===== config.mk =====
export PLATFORM = sky130hd
export DESIGN_NAME = fracpwm_top
export DESIGN_NICKNAME = d
export VERILOG_FILES = /design/src/rtl/fracpwm_pkg.sv /design/src/rtl/fracpwm_regs.sv /design/src/rtl/fracpwm_phase.sv /design/src/rtl/fracpwm_duty.sv /design/src/rtl/fracpwm_top.sv
export SDC_FILE = /design/constraint.sdc
export NUM_CORES = 1
export LEC_CHECK = 0
export ABC_AREA = 1
export BUFFER_PORTS_ARGS = -buffer_cell sky130_fd_sc_hd__buf_2
export CORE_MARGIN = 4
export CORE_UTILIZATION = 30
export CTS_BUF_LIST = sky130_fd_sc_hd__clkbuf_4 sky130_fd_sc_hd__clkbuf_8
export CTS_CLUSTER_DIAMETER = 60
export DETAILED_ROUTE_END_ITERATION = 10
export PLACE_DENSITY = 0.49
export SLEW_MARGIN = 40
export SYNTH_ARGS = -nofsm -noshare
export SYNTH_HDL_FRONTEND = slang
export SYNTH_SLANG_ARGS = --single-unit

===== constraint.sdc =====
create_clock -name clk -period 2.8 [get_ports clk]
set_input_delay 0.28 -clock clk [delete_from_list [all_inputs] [get_ports clk]]
set_output_delay 0.28 -clock clk [all_outputs]
set_load 0.01 [all_outputs]

===== src/rtl/fracpwm_pkg.sv =====
package fracpwm_pkg;
  localparam int unsigned ACC_W    = 16;
  localparam int unsigned DIV_W    = 8;
  localparam int unsigned REG_W    = 32;
  localparam int unsigned EN_BIT   = 31;
  localparam int unsigned REQ_BIT  = 30;
  localparam int unsigned CFG_W    = ACC_W + DIV_W;

  // step occupies the upper field, threshold the lower field of the word
  typedef struct packed {
    logic [ACC_W-1:0] step;
    logic [DIV_W-1:0] thr;
  } cfg_t;
endpackage


===== src/rtl/fracpwm_regs.sv =====
module fracpwm_regs
  import fracpwm_pkg::*;
(
  input  logic             clk,
  input  logic             rst_n,
  input  logic             wr_en,
  input  logic [REG_W-1:0] wr_data,
  input  logic             commit,
  output cfg_t             shadow,
  output logic             en,
  output logic             pending
);
  cfg_t shadow_d;
  logic en_d;
  logic pending_d;

  always_comb begin
    shadow_d  = shadow;
    en_d      = en;
    pending_d = pending;
    if (commit) pending_d = 1'b0;
    if (wr_en) begin
      shadow_d = cfg_t'(wr_data[CFG_W-1:0]);
      en_d     = wr_data[EN_BIT];
      if (wr_data[REQ_BIT]) pending_d = 1'b1;
    end
  end

  always_ff @(posedge clk or negedge rst_n) begin
    if (!rst_n) begin
      shadow  <= '0;
      en      <= 1'b0;
      pending <= 1'b0;
    end else if (wr_en || commit) begin
      shadow  <= shadow_d;
      en      <= en_d;
      pending <= pending_d;
    end
  end
endmodule


===== src/rtl/fracpwm_phase.sv =====
module fracpwm_phase #(
  parameter int unsigned W = 16
) (
  input  logic         clk,
  input  logic         rst_n,
  input  logic         en,
  input  logic [W-1:0] step,
  output logic         run,
  output logic [W-1:0] acc,
  output logic         wrap
);
  logic [W:0]   sum;
  logic [W-1:0] acc_d;

  always_comb begin
    sum   = {1'b0, acc} + {1'b0, step};
    wrap  = run & sum[W];
    acc_d = run ? sum[W-1:0] : '0;
  end

  always_ff @(posedge clk or negedge rst_n) begin
    if (!rst_n) begin
      run <= 1'b0;
      acc <= '0;
    end else begin
      run <= en;
      acc <= acc_d;
    end
  end
endmodule


===== src/rtl/fracpwm_duty.sv =====
module fracpwm_duty
  import fracpwm_pkg::*;
(
  input  logic             clk,
  input  logic             rst_n,
  input  logic             en,
  input  logic             run,
  input  logic             wrap,
  input  logic             pending,
  input  cfg_t             shadow,
  input  logic [DIV_W-1:0] phase_top,
  output logic             commit,
  output cfg_t             active,
  output logic             pwm_out
);
  // a boundary is either a carry-out or any clock while stopped
  always_comb begin
    commit  = pending & (~run | wrap);
    pwm_out = en & run & (phase_top > active.thr);
  end

  always_ff @(posedge clk or negedge rst_n) begin
    if (!rst_n) active <= '0;
    else if (commit) active <= shadow;
  end
endmodule


===== src/rtl/fracpwm_top.sv =====
module fracpwm_top
  import fracpwm_pkg::*;
(
  input  logic             clk,
  input  logic             rst_n,
  input  logic             wr_en,
  input  logic [REG_W-1:0] wr_data,
  output logic [REG_W-1:0] rd_data,
  output logic             pwm_out
);
  logic [1:0]       rst_sync;
  logic             rst_core_n;
  cfg_t             shadow;
  cfg_t             active;
  logic             en;
  logic             pending;
  logic             commit;
  logic             run;
  logic             wrap;
  logic [ACC_W-1:0] acc;
  logic [ACC_W-1:0] act_step;
  logic [DIV_W-1:0] act_thr;

  always_ff @(posedge clk or negedge rst_n) begin
    if (!rst_n) rst_sync <= '0;
    else        rst_sync <= {rst_sync[0], 1'b1};
  end
  assign rst_core_n = rst_sync[1];

  fracpwm_regs i_regs (
    .clk(clk), .rst_n(rst_core_n), .wr_en(wr_en), .wr_data(wr_data),
    .commit(commit), .shadow(shadow), .en(en), .pending(pending)
  );

  fracpwm_phase #(.W(ACC_W)) i_phase (
    .clk(clk), .rst_n(rst_core_n), .en(en), .step(active.step),
    .run(run), .acc(acc), .wrap(wrap)
  );

  fracpwm_duty i_duty (
    .clk(clk), .rst_n(rst_core_n), .en(en), .run(run), .wrap(wrap),
    .pending(pending), .shadow(shadow), .phase_top(acc[ACC_W-1 -: DIV_W]),
    .commit(commit), .active(active), .pwm_out(pwm_out)
  );

  assign act_step = active.step;
  assign act_thr  = active.thr;

  always_comb begin
    rd_data            = '0;
    rd_data[EN_BIT]    = en;
    rd_data[REQ_BIT]   = pending;
    rd_data[CFG_W-1:0] = shadow;
  end
endmodule


==> Word-level counts from Yosys, hierarchy flattened <==
Index checks and enable logic that the tools add are counted.
{ "totals": {"reg_bits": 69, "inputBits": 35, "out_inout_bits": 33, "elab_cells": 23} }
{ "op_classes": {"n_addsub": 1, "n_lt_le_gt_ge": 1, "n_mux": 4, "n_bitwise": 6, "n_reduce_logical": 2} }
{ "ops": {"columns": ["op", "n"], "rows": [
  ["adder 16 x 16 -> 17 bit", 1],
  ["two-way mux 16 bit", 1],
  ["> comparator 8 bit", 1],
  ["bitwise AND 1 bit", 4],
  ["two-way mux 1 bit", 3],
  ["AND reduction 2 bit", 1],
  ["logical OR 1 bit", 1],
  ["NOT 1 bit", 1],
  ["bitwise OR 1 bit", 1]
]} }

==> Logic depth before layout (Yosys ltp) <==
Gate-level depths: netlist of the first run.
{ "logic_depth": {"depth_word": 7, "depth_mapped": 12, "mapped_depth_nobuf": 11} }

==> By module <==
From an unflattened synthesis of the first run, not the netlist that was laid out.
{ "unflattened": {"hier_cells": 485, "area_unflattened_um2": 3782.4} }
{ "by_module_without_submodules": {"columns": ["module", "instances", "cells_each", "area_each_um2", "seq_area_each_um2"], "rows": [
  ["fracpwm_phase", 1, 226, 1467.7, 425.4],
  ["fracpwm_duty", 1, 136, 1173.6, 600.6],
  ["fracpwm_regs", 1, 111, 1023.5, 650.6],
  ["fracpwm_top", 1, 12, 117.6, 50.0]
]} }

==> Worst setup path before layout of the first run <==
Ideal clock, no wire load.
{ "synth_path": {"kind": "register to register", "start": "reg, netlist name i_duty.active[8]", "end": "reg, netlist name i_duty.active[10]", "setup_time_ps": 117, "t_arrival_ps": 1742, "required_ps": 2683, "path_slack_ps": 942, "stages_incl_launch_ff": 12, "n_path_buf": 1, "period_less_slack_ps": 1858, "cell_sequence": "dfrtp_1 -> ha_1 -> fa_1 -> nand3_1 -> nand3_1 -> nand2_1 -> nand2_1 -> nand2_2 -> nand2_4 -> buf_4 -> nand3_1 -> nand2_1"} }
{ "synth_via": {"elab_chain_cells": 4} }
{ "synth_lines": {"columns": ["item", "line_no", "text"], "rows": [
  ["adder 16 x 16 -> 17 bit", "fracpwm_phase.sv:16", "sum = {1'b0, acc} + {1'b0, step};"],
  ["bitwise AND 1 bit", "fracpwm_phase.sv:17", "wrap = run & sum[W];"],
  ["bitwise OR 1 bit", "fracpwm_duty.sv:18", "commit = pending & (~run | wrap);"],
  ["bitwise AND 1 bit", "fracpwm_duty.sv:18", null]
]} }
Every way passes these cells.
A chain may end at the register's enable or synchronous reset.

==> Final worst setup path of the first run <==
{ "layout_path": {"start": "reg, netlist name i_duty.active[8]", "end": "reg, netlist name i_duty.active[21]"} }
{ "layout_via": {"elab_chain_cells": 4} }
{ "layout_lines": {"columns": ["item", "line_no"], "rows": [
  ["adder 16 x 16 -> 17 bit", "fracpwm_phase.sv:16"],
  ["bitwise AND 1 bit", "fracpwm_phase.sv:17"],
  ["bitwise OR 1 bit", "fracpwm_duty.sv:18"],
  ["bitwise AND 1 bit", "fracpwm_duty.sv:18"]
]} }
Every way passes these cells.

==> results.yml, run 1 <==
sta:
  whs_ns: 0.125
  finalCritPeriodShare: 0.832
  period_needed_ns: 2.33
  fmax_mhz: 429
  rsz0062_at_grt: "no"
  relSlewSlack: 0.590
  setup_viol: 0
  tns_ns: 0
  final_hold_viol_count: 0
  slew_viol_final: 0
  fin_skew_ns: 0.0129
  tightest_slew_ns: 0.614
job:
  maxCapViolCount: 0
cells_and_area:
  layout-drive-gt1-share: 0.170
  finalInstanceArea_um2: 4420
  syn_to_final_growth_pct: 16.9
  nets: 608
  final_cell_mix: "nand2_1, dfrtp_1, inv_1, buf_2, nand3_1"
  diodes: 0
  final_common_cell: "nand2_1"
critical_path:
  worstPathArrival_ns: 2.61
  crit_family: "simple AND/OR/NAND/NOR gates"
  cpPeakStageDelay_ns: 0.41
  path_buf_inv: 0
  cp_max_fo: 25
  path_class: "reg -> reg"
  crit_path_end_kind: "register"
  cpMostUsedCell: "nand2_1"
  required_ns: 3.08
  path_cells: "ha_1 -> fa_1 -> nand3_1 -> nand3_1 -> nand2_1 -> nand2_1 -> nand2_2 -> nand2_4 -> nand2_4 -> nand2_1 -> nand2_1"
  cp-start-kind: "register"
  slowest_stage: "fa_1"
synth:
  ys_ff_latch: 69
  ys_seq_area_frac: 0.457
  synth.distinct_cells: 27
  avgSynthCellArea_um2: 7.65
  synth_cells: 494
  synth_area_um2: 3780
  synth_warnings: 0
floorplanning:
  coreArea_um2: 12200
  start_util: 0.311
  die_w_um: 120
  rows: 40
  pin_count: 68
  die_y_um: 120
  dieArea_um2: 14500
power:
  p_total_mw: 4.01
  ir_drop_uv: 306
  leakagePower_nw: 2.56
  power.density_nw_per_um2: 907
detailed_routing:
  drt_first_pass_iters: 4
  drtIter0Drc: 94
  vias: 3048
  drtAntennaViolNets: 0
  wire_per_inst_um: 11.5
  vias_per_cell: 4.23
  drc: 0
  routed_wl_mm: 8.28
clock_tree:
  cts_max_level: 3
  clkTransAtPathRegs_ns: 0.08
  post_cts_buffers: 0
  clk_latency_ns: 0.35
  numCtsBuffers: 9
  cts_hold_buf: 1
  cts_max_path_buffers: 2
  cts_root_buffer: "clkbuf_8"
  cts_sinks: 69
  post_cts_resized: 0
  tritoncts: "done"
grt:
  grt_pass1_vias: 3118
  grt_pass1_wl_mm: 14.6
  antenna_found_initial: 0
  grt_max_degree: 43
  track_usage: 0.125
  grt_overflow: 0
run_status:
  status: "finished, final reports clean"
placement:
  gp_congestion: 0.808
  io_buffer_count: 55
  dp_hpwl_mm: 6.34
  post_dp_cell_area_um2: 4180
hold_path:
  hp-class: "in -> reg"
-- registers in the layout (all words and copies together), names as in the netlist --
signal and cells:
rst_sync 2, i_regs.en 1, i_duty.active 24, i_regs.shadow 24
i_regs.pending 1, i_phase.run 1, i_phase.acc 16
-- worst register-to-register path, delay by kind of cell (launching register included) --
| kind | cells | cell delay (ns) |
|---|---|---|
| fa+ha+maj | 2 | 0.63 |
| flops | 1 | 0.39 |
| simple gates | 9 | 1.23 |
-- layout make-up --
cell class / instances / area (µm²)
Inverter: 60 / 225
Tap cell: 168 / 210
Clock inverter: 4 / 72.6
Clock buffer: 12 / 153
Timing Repair Buffer: 59 / 320
Fill cell: 1306 / 7740
Sequential cell: 69 / 1730
Multi-Input combinational cell: 349 / 1710
-- per-stage QoR --
stage | util | instances | setup slack, ns
after floorplan | - | 499 | 0.736
after global placement | 0.344 | 704 | 0.516
after detailed placement | 0.344 | 704 | 0.450
after CTS | 0.363 | 721 | 0.408
after global routing | 0.363 | 721 | 0.192
final | 0.363 | 721 | 0.470
-- path summary, 6_finish.rpt --
| path | start | endpoint | depth (start not counted) | slack, ns |
|---|---|---|---|---|
| max | i_duty.active[8]$_DFFE_PN0P_ | i_duty.active[21]$_DFFE_PN0P_ | 11 | 0.47 |
| min | wr_data[21] | i_regs.shadow[21]$_DFFE_PN0P_ | 3 | 0.12 |
| max reg2reg | i_duty.active[8]$_DFFE_PN0P_ | i_duty.active[21]$_DFFE_PN0P_ | 11 | 0.47 |
| min reg2reg | rst_sync[1]$_DFF_PN0_ | i_regs.shadow[1]$_DFFE_PN0P_ | 0 | 0.28 |
| max in group asynchronous | rst_sync[1]$_DFF_PN0_ | i_duty.active[14]$_DFFE_PN0P_ | 1 | 1.88 |
| min in group asynchronous | rst_n | rst_sync[1]$_DFF_PN0_ | 2 | 0.25 |
-- layer usage --
layer,routed length [µm],GRT usage
met1,4170,0.174
met2,3680,0.195
met3,307,0.0267
met4,128,0.0404
met5,0,0
-- cell usage after synthesis --
cell type / number / area share
buf_1: 2 / 0.0020
nand4_1: 1 / 0.0017
buf_6: 1 / 0.0030
clkbuf_1: 6 / 0.0060
ha_1: 24 / 0.079
nor2_4: 2 / 0.0060
buf_4: 10 / 0.020
and2_1: 2 / 0.0033
nand2_4: 2 / 0.0060
xnor2_1: 1 / 0.0023
buf_8: 1 / 0.0040
a21oi_2: 1 / 0.0023
nand3_1: 37 / 0.049
nand2_2: 13 / 0.022
a211oi_1: 1 / 0.0020
nand3b_1: 2 / 0.0040
fa_1: 1 / 0.0053
nor3_1: 2 / 0.0026
inv_2: 1 / 0.00099
conb_1: 2 / 0.0020
buf_2: 1 / 0.0013
o21ai_0: 7 / 0.0093
dfrtp_1: 69 / 0.46
nand2_1: 205 / 0.20
a21oi_1: 19 / 0.025
nor2_1: 22 / 0.022
inv_1: 59 / 0.059
-- cell families (layout without fill, tap and decap cells) --
kind of cell,after synthesis,count (layout),synth area share
and+or+nand+nor,288,288,0.320
xor gates and xnor gates,1,1,0.00232
other,2,7,0.00199
buffers and inverters,81,135,0.0957
adders and majority gates,25,25,0.0848
AOI/OAI and AO/OA,28,28,0.0387
DFF,69,69,0.457
-- power breakdown --
| group | internal (mW) | switching, mW | total, mW |
|---|---|---|---|
| clock | 0.545 | 0.380 | 0.925 |
| combinational | 0.588 | 1.01 | 1.60 |
| sequential | 1.27 | 0.217 | 1.49 |
| total | 2.40 | 1.60 | 4.01 |
No activity file was read; power rests on OpenSTA's default activity.
==> inputs of run 2 (changes only) <==
--- a/config.mk
+++ b/config.mk
@@ -5,14 +5,14 @@
 export SDC_FILE = /design/constraint.sdc
 export NUM_CORES = 1
 export LEC_CHECK = 0
-export ABC_AREA = 1
+export ABC_AREA = 0
 export BUFFER_PORTS_ARGS = -buffer_cell sky130_fd_sc_hd__buf_2
 export CORE_MARGIN = 4
 export CORE_UTILIZATION = 30
 export CTS_BUF_LIST = sky130_fd_sc_hd__clkbuf_4 sky130_fd_sc_hd__clkbuf_8
 export CTS_CLUSTER_DIAMETER = 60
 export DETAILED_ROUTE_END_ITERATION = 10
-export PLACE_DENSITY = 0.49
+export PLACE_DENSITY = 0.51
 export SLEW_MARGIN = 40
 export SYNTH_ARGS = -nofsm -noshare
 export SYNTH_HDL_FRONTEND = slang
==> constraint.sdc (replaced) <==
create_clock -name clk -period 2.1 [get_ports clk]
set_input_delay 0.21 -clock clk [delete_from_list [all_inputs] [get_ports clk]]
set_output_delay 0.21 -clock clk [all_outputs]
set_load 0.01 [all_outputs]
==> run 2 against run 1 <==
Compared with the run above:
- fmax is 1.5% lower
- critical path type unchanged
- final cell count is 24% lower
- clock power is 33% higher
- the flow now finishes with violations (setup timing)
- synthesized cell count is 40% lower
- routed wire length is 3.7% lower
- highest routed layer unchanged
- sequential power is 35% higher
- clock skew is 0.00091 ns lower
==> results.yml, run 2 <==
cells_and_area:
  reg.largest.list: "i_duty.active: 24 flops, i_regs.shadow: 24 flops, i_phase.acc: 16 flops"
  fin_util: 0.407
  nFillCells: 1155
  fin_cells: 549
  final_common_cell: "dfrtp_1"
  multi_input_area_um2: 1870
  syn_to_final_growth_pct: 30.6
  diodes: 0
  layout-drive-gt1-share: 0.470
  final_cell_mix: "dfrtp_1, buf_2, buf_4, mux2_2"
  nets: 461
  seq_area_um2: 1730
detailed_routing:
  vias_per_cell: 4.68
  highest_layer: "met4"
  wl_met1_mm: 3.67
  drt_first_pass_iters: 4
  drc: 0
  vias: 2569
  wire_per_inst_um: 14.5
  drtAntennaViolNets: 0
  routed_wl_mm: 7.98
  routed-wl-met2_mm: 3.81
  drtIter0Drc: 74
  wl_met3_um: 364
synth:
  synth_area_um2: 3620
  synth_edf_count: 0
  synth_common_cells: "dfrtp_1, mux2_2, ha_1"
  synth_top_area_cell: "dfrtp_1"
  synth_top_cell_area_share: 0.477
  avgSynthCellArea_um2: 12.2
  ys_ff_latch: 69
  async_flop_share: 1.00
  synth_warnings: 0
  synth.area.top_cells: "dfrtp_1, mux2_2, ha_1"
  yosysMostFrequentCell: "dfrtp_1"
  ys.flop_type: "dfrtp_1"
  synth_cells: 296
  synth.distinct_cells: 46
  ys_seq_area_frac: 0.477
critical_path:
  rr_endpoint: "i_duty.active[1]$_DFFE_PN0P_"
  cp_max_fo: 13
  rr_startpoint: "i_phase.acc[0]$_DFF_PN0_"
  crit_path_end_kind: "register"
  rrSetupSlack_ns: -0.27
  r2r_cells: 8
  cp-start-kind: "register"
  worstPathArrival_ns: 2.60
  required_ns: 2.33
  path_class: "reg -> reg"
sta:
  rsz0062_at_grt: "yes"
  tns_ns: -6.03
  finalCritPeriodShare: 1.13
  slew_viol_final: 0
  fin_skew_ns: 0.0120
  setup_viol: 27
  period_needed_ns: 2.37
  tightest_slew_ns: 0.636
  fin_ws_ns: -0.265
  final_hold_viol_count: 0
  whs_ns: 0.0856
  fmax_mhz: 423
  relSlewSlack: 0.576
grt:
  grt_pass1_vias: 2732
  track_usage: 0.121
  grt_max_degree: 37
  grt_overflow: 0
  grt_pass1_wl_mm: 13.5
  antenna_found_initial: 0
floorplanning:
  rows: 39
  dieArea_um2: 13900
  die_y_um: 118
  coreArea_um2: 11600
  die_w_um: 118
  pin_count: 68
  start_util: 0.312
hold_path:
  hold_end: "i_regs.shadow[22]$_DFFE_PN0P_"
  hp-start: "wr_data[22]"
  hp-class: "in -> reg"
  whs_path_depth: 2
power:
  p_total_mw: 7.25
  power.density_nw_per_um2: 1530
  ir_drop_uv: 553
  leakagePower_nw: 2.26
job:
  maxCapViolCount: 0
clock_tree:
  cts_sinks: 69
  tritoncts: "done"
  cts_max_path_buffers: 2
  clkTransAtPathRegs_ns: 0.08
  cts_root_buffer: "clkbuf_8"
  numCtsBuffers: 9
  cts_max_level: 3
  clk_latency_ns: 0.35
run_status:
  status: "complete, but fails checks"
  violations: "setup timing"
placement:
  dp.cells: 529
  io_buffer_count: 55
  gp_congestion: 0.842
  dp_hpwl_mm: 5.89
-- run 2: changes by cell type after synthesis, sizes merged, moves of 6 or more --
cell | previous run | this run
xor2 | 0 | 7
nor2 | 24 | 17
inv | 60 | 10
nand3 | 37 | 3
a21oi | 20 | 14
a21o | 0 | 6
mux2 | 0 | 49
nand2 | 220 | 12
-- run 2: per-layer routing --
metal,up-vias,GRT usage
li1,1254,-
met1,1250,0.152
met2,55,0.201
met3,10,0.0356
met4,0,0.0374
met5,-,0
-- run 2: critical path, stage by stage (launching register included) --
cell and delay [ns]:
dfrtp_1 0.37, ha_2 0.19, fa_2 0.38, a211oi_4 0.28, o21bai_2 0.13, o31ai_4 0.26, o31ai_4 0.15, buf_12 0.19
mux2_4 0.29
-- run 2: layout make-up --
type | instances | area share
multi-input combinational | 204 | 0.395
clock inverter | 5 | 0.0177
clock buffer | 11 | 0.0307
inverter | 11 | 0.00873
timing repair buffer | 106 | 0.145
tap | 143 | 0.0378
sequential | 69 | 0.365
-- run 2: worst max path at each step --
stage | startpoint | end
finish | i_phase.acc[0]$_DFF_PN0_ | i_duty.active[1]$_DFFE_PN0P_
global route | i_phase.acc[0]$_DFF_PN0_ | i_duty.active[0]$_DFFE_PN0P_
CTS | i_phase.acc[0]$_DFF_PN0_ | i_duty.active[11]$_DFFE_PN0P_
detailed placement | i_duty.active[8]$_DFFE_PN0P_ | i_duty.active[0]$_DFFE_PN0P_
global placement | i_duty.active[8]$_DFFE_PN0P_ | i_duty.active[0]$_DFFE_PN0P_
floorplan | i_duty.active[8]$_DFFE_PN0P_ | i_duty.active[0]$_DFFE_PN0P_
-- run 2: where the power goes --
group	internal [mW]	switching (mW)	total, mW
sequential	1.75	0.258	2.01
combinational	2.15	1.86	4.01
clock	0.716	0.518	1.23
-- run 2: repair_timing --
| action | CTS | global route |
|---|---|---|
| gates resized for setup | 14 | 7 |
| hold buffers | 1 | 0 |
| cloned | 0 | 0 |
| setup endpoints to repair | 30 | 33 |
| pin swaps | 7 | 4 |
| endpoints found under the hold margin | 2 | 0 |
| buffers inserted | 3 | 0 |
-- run 2: cells by family after synthesis --
group                      share of synthesized area
xor gates and xnor gates                      0.0218
muxes                                          0.181
other                                        0.00207
DFF                                            0.477
and+or+nand+nor                               0.0722
adders and majority gates                     0.0884
AOI/OAI and AO/OA                              0.114
buffers and inverters                         0.0435
-- run 2: stage by stage --
step / setup WS [ns] / area (µm²)
finish: -0.265 / 4730
global route: -0.359 / 4730
CTS: -0.292 / 4700
detailed placement: -0.327 / 4350
global placement: -0.251 / 4350
floorplan: -0.164 / 3650
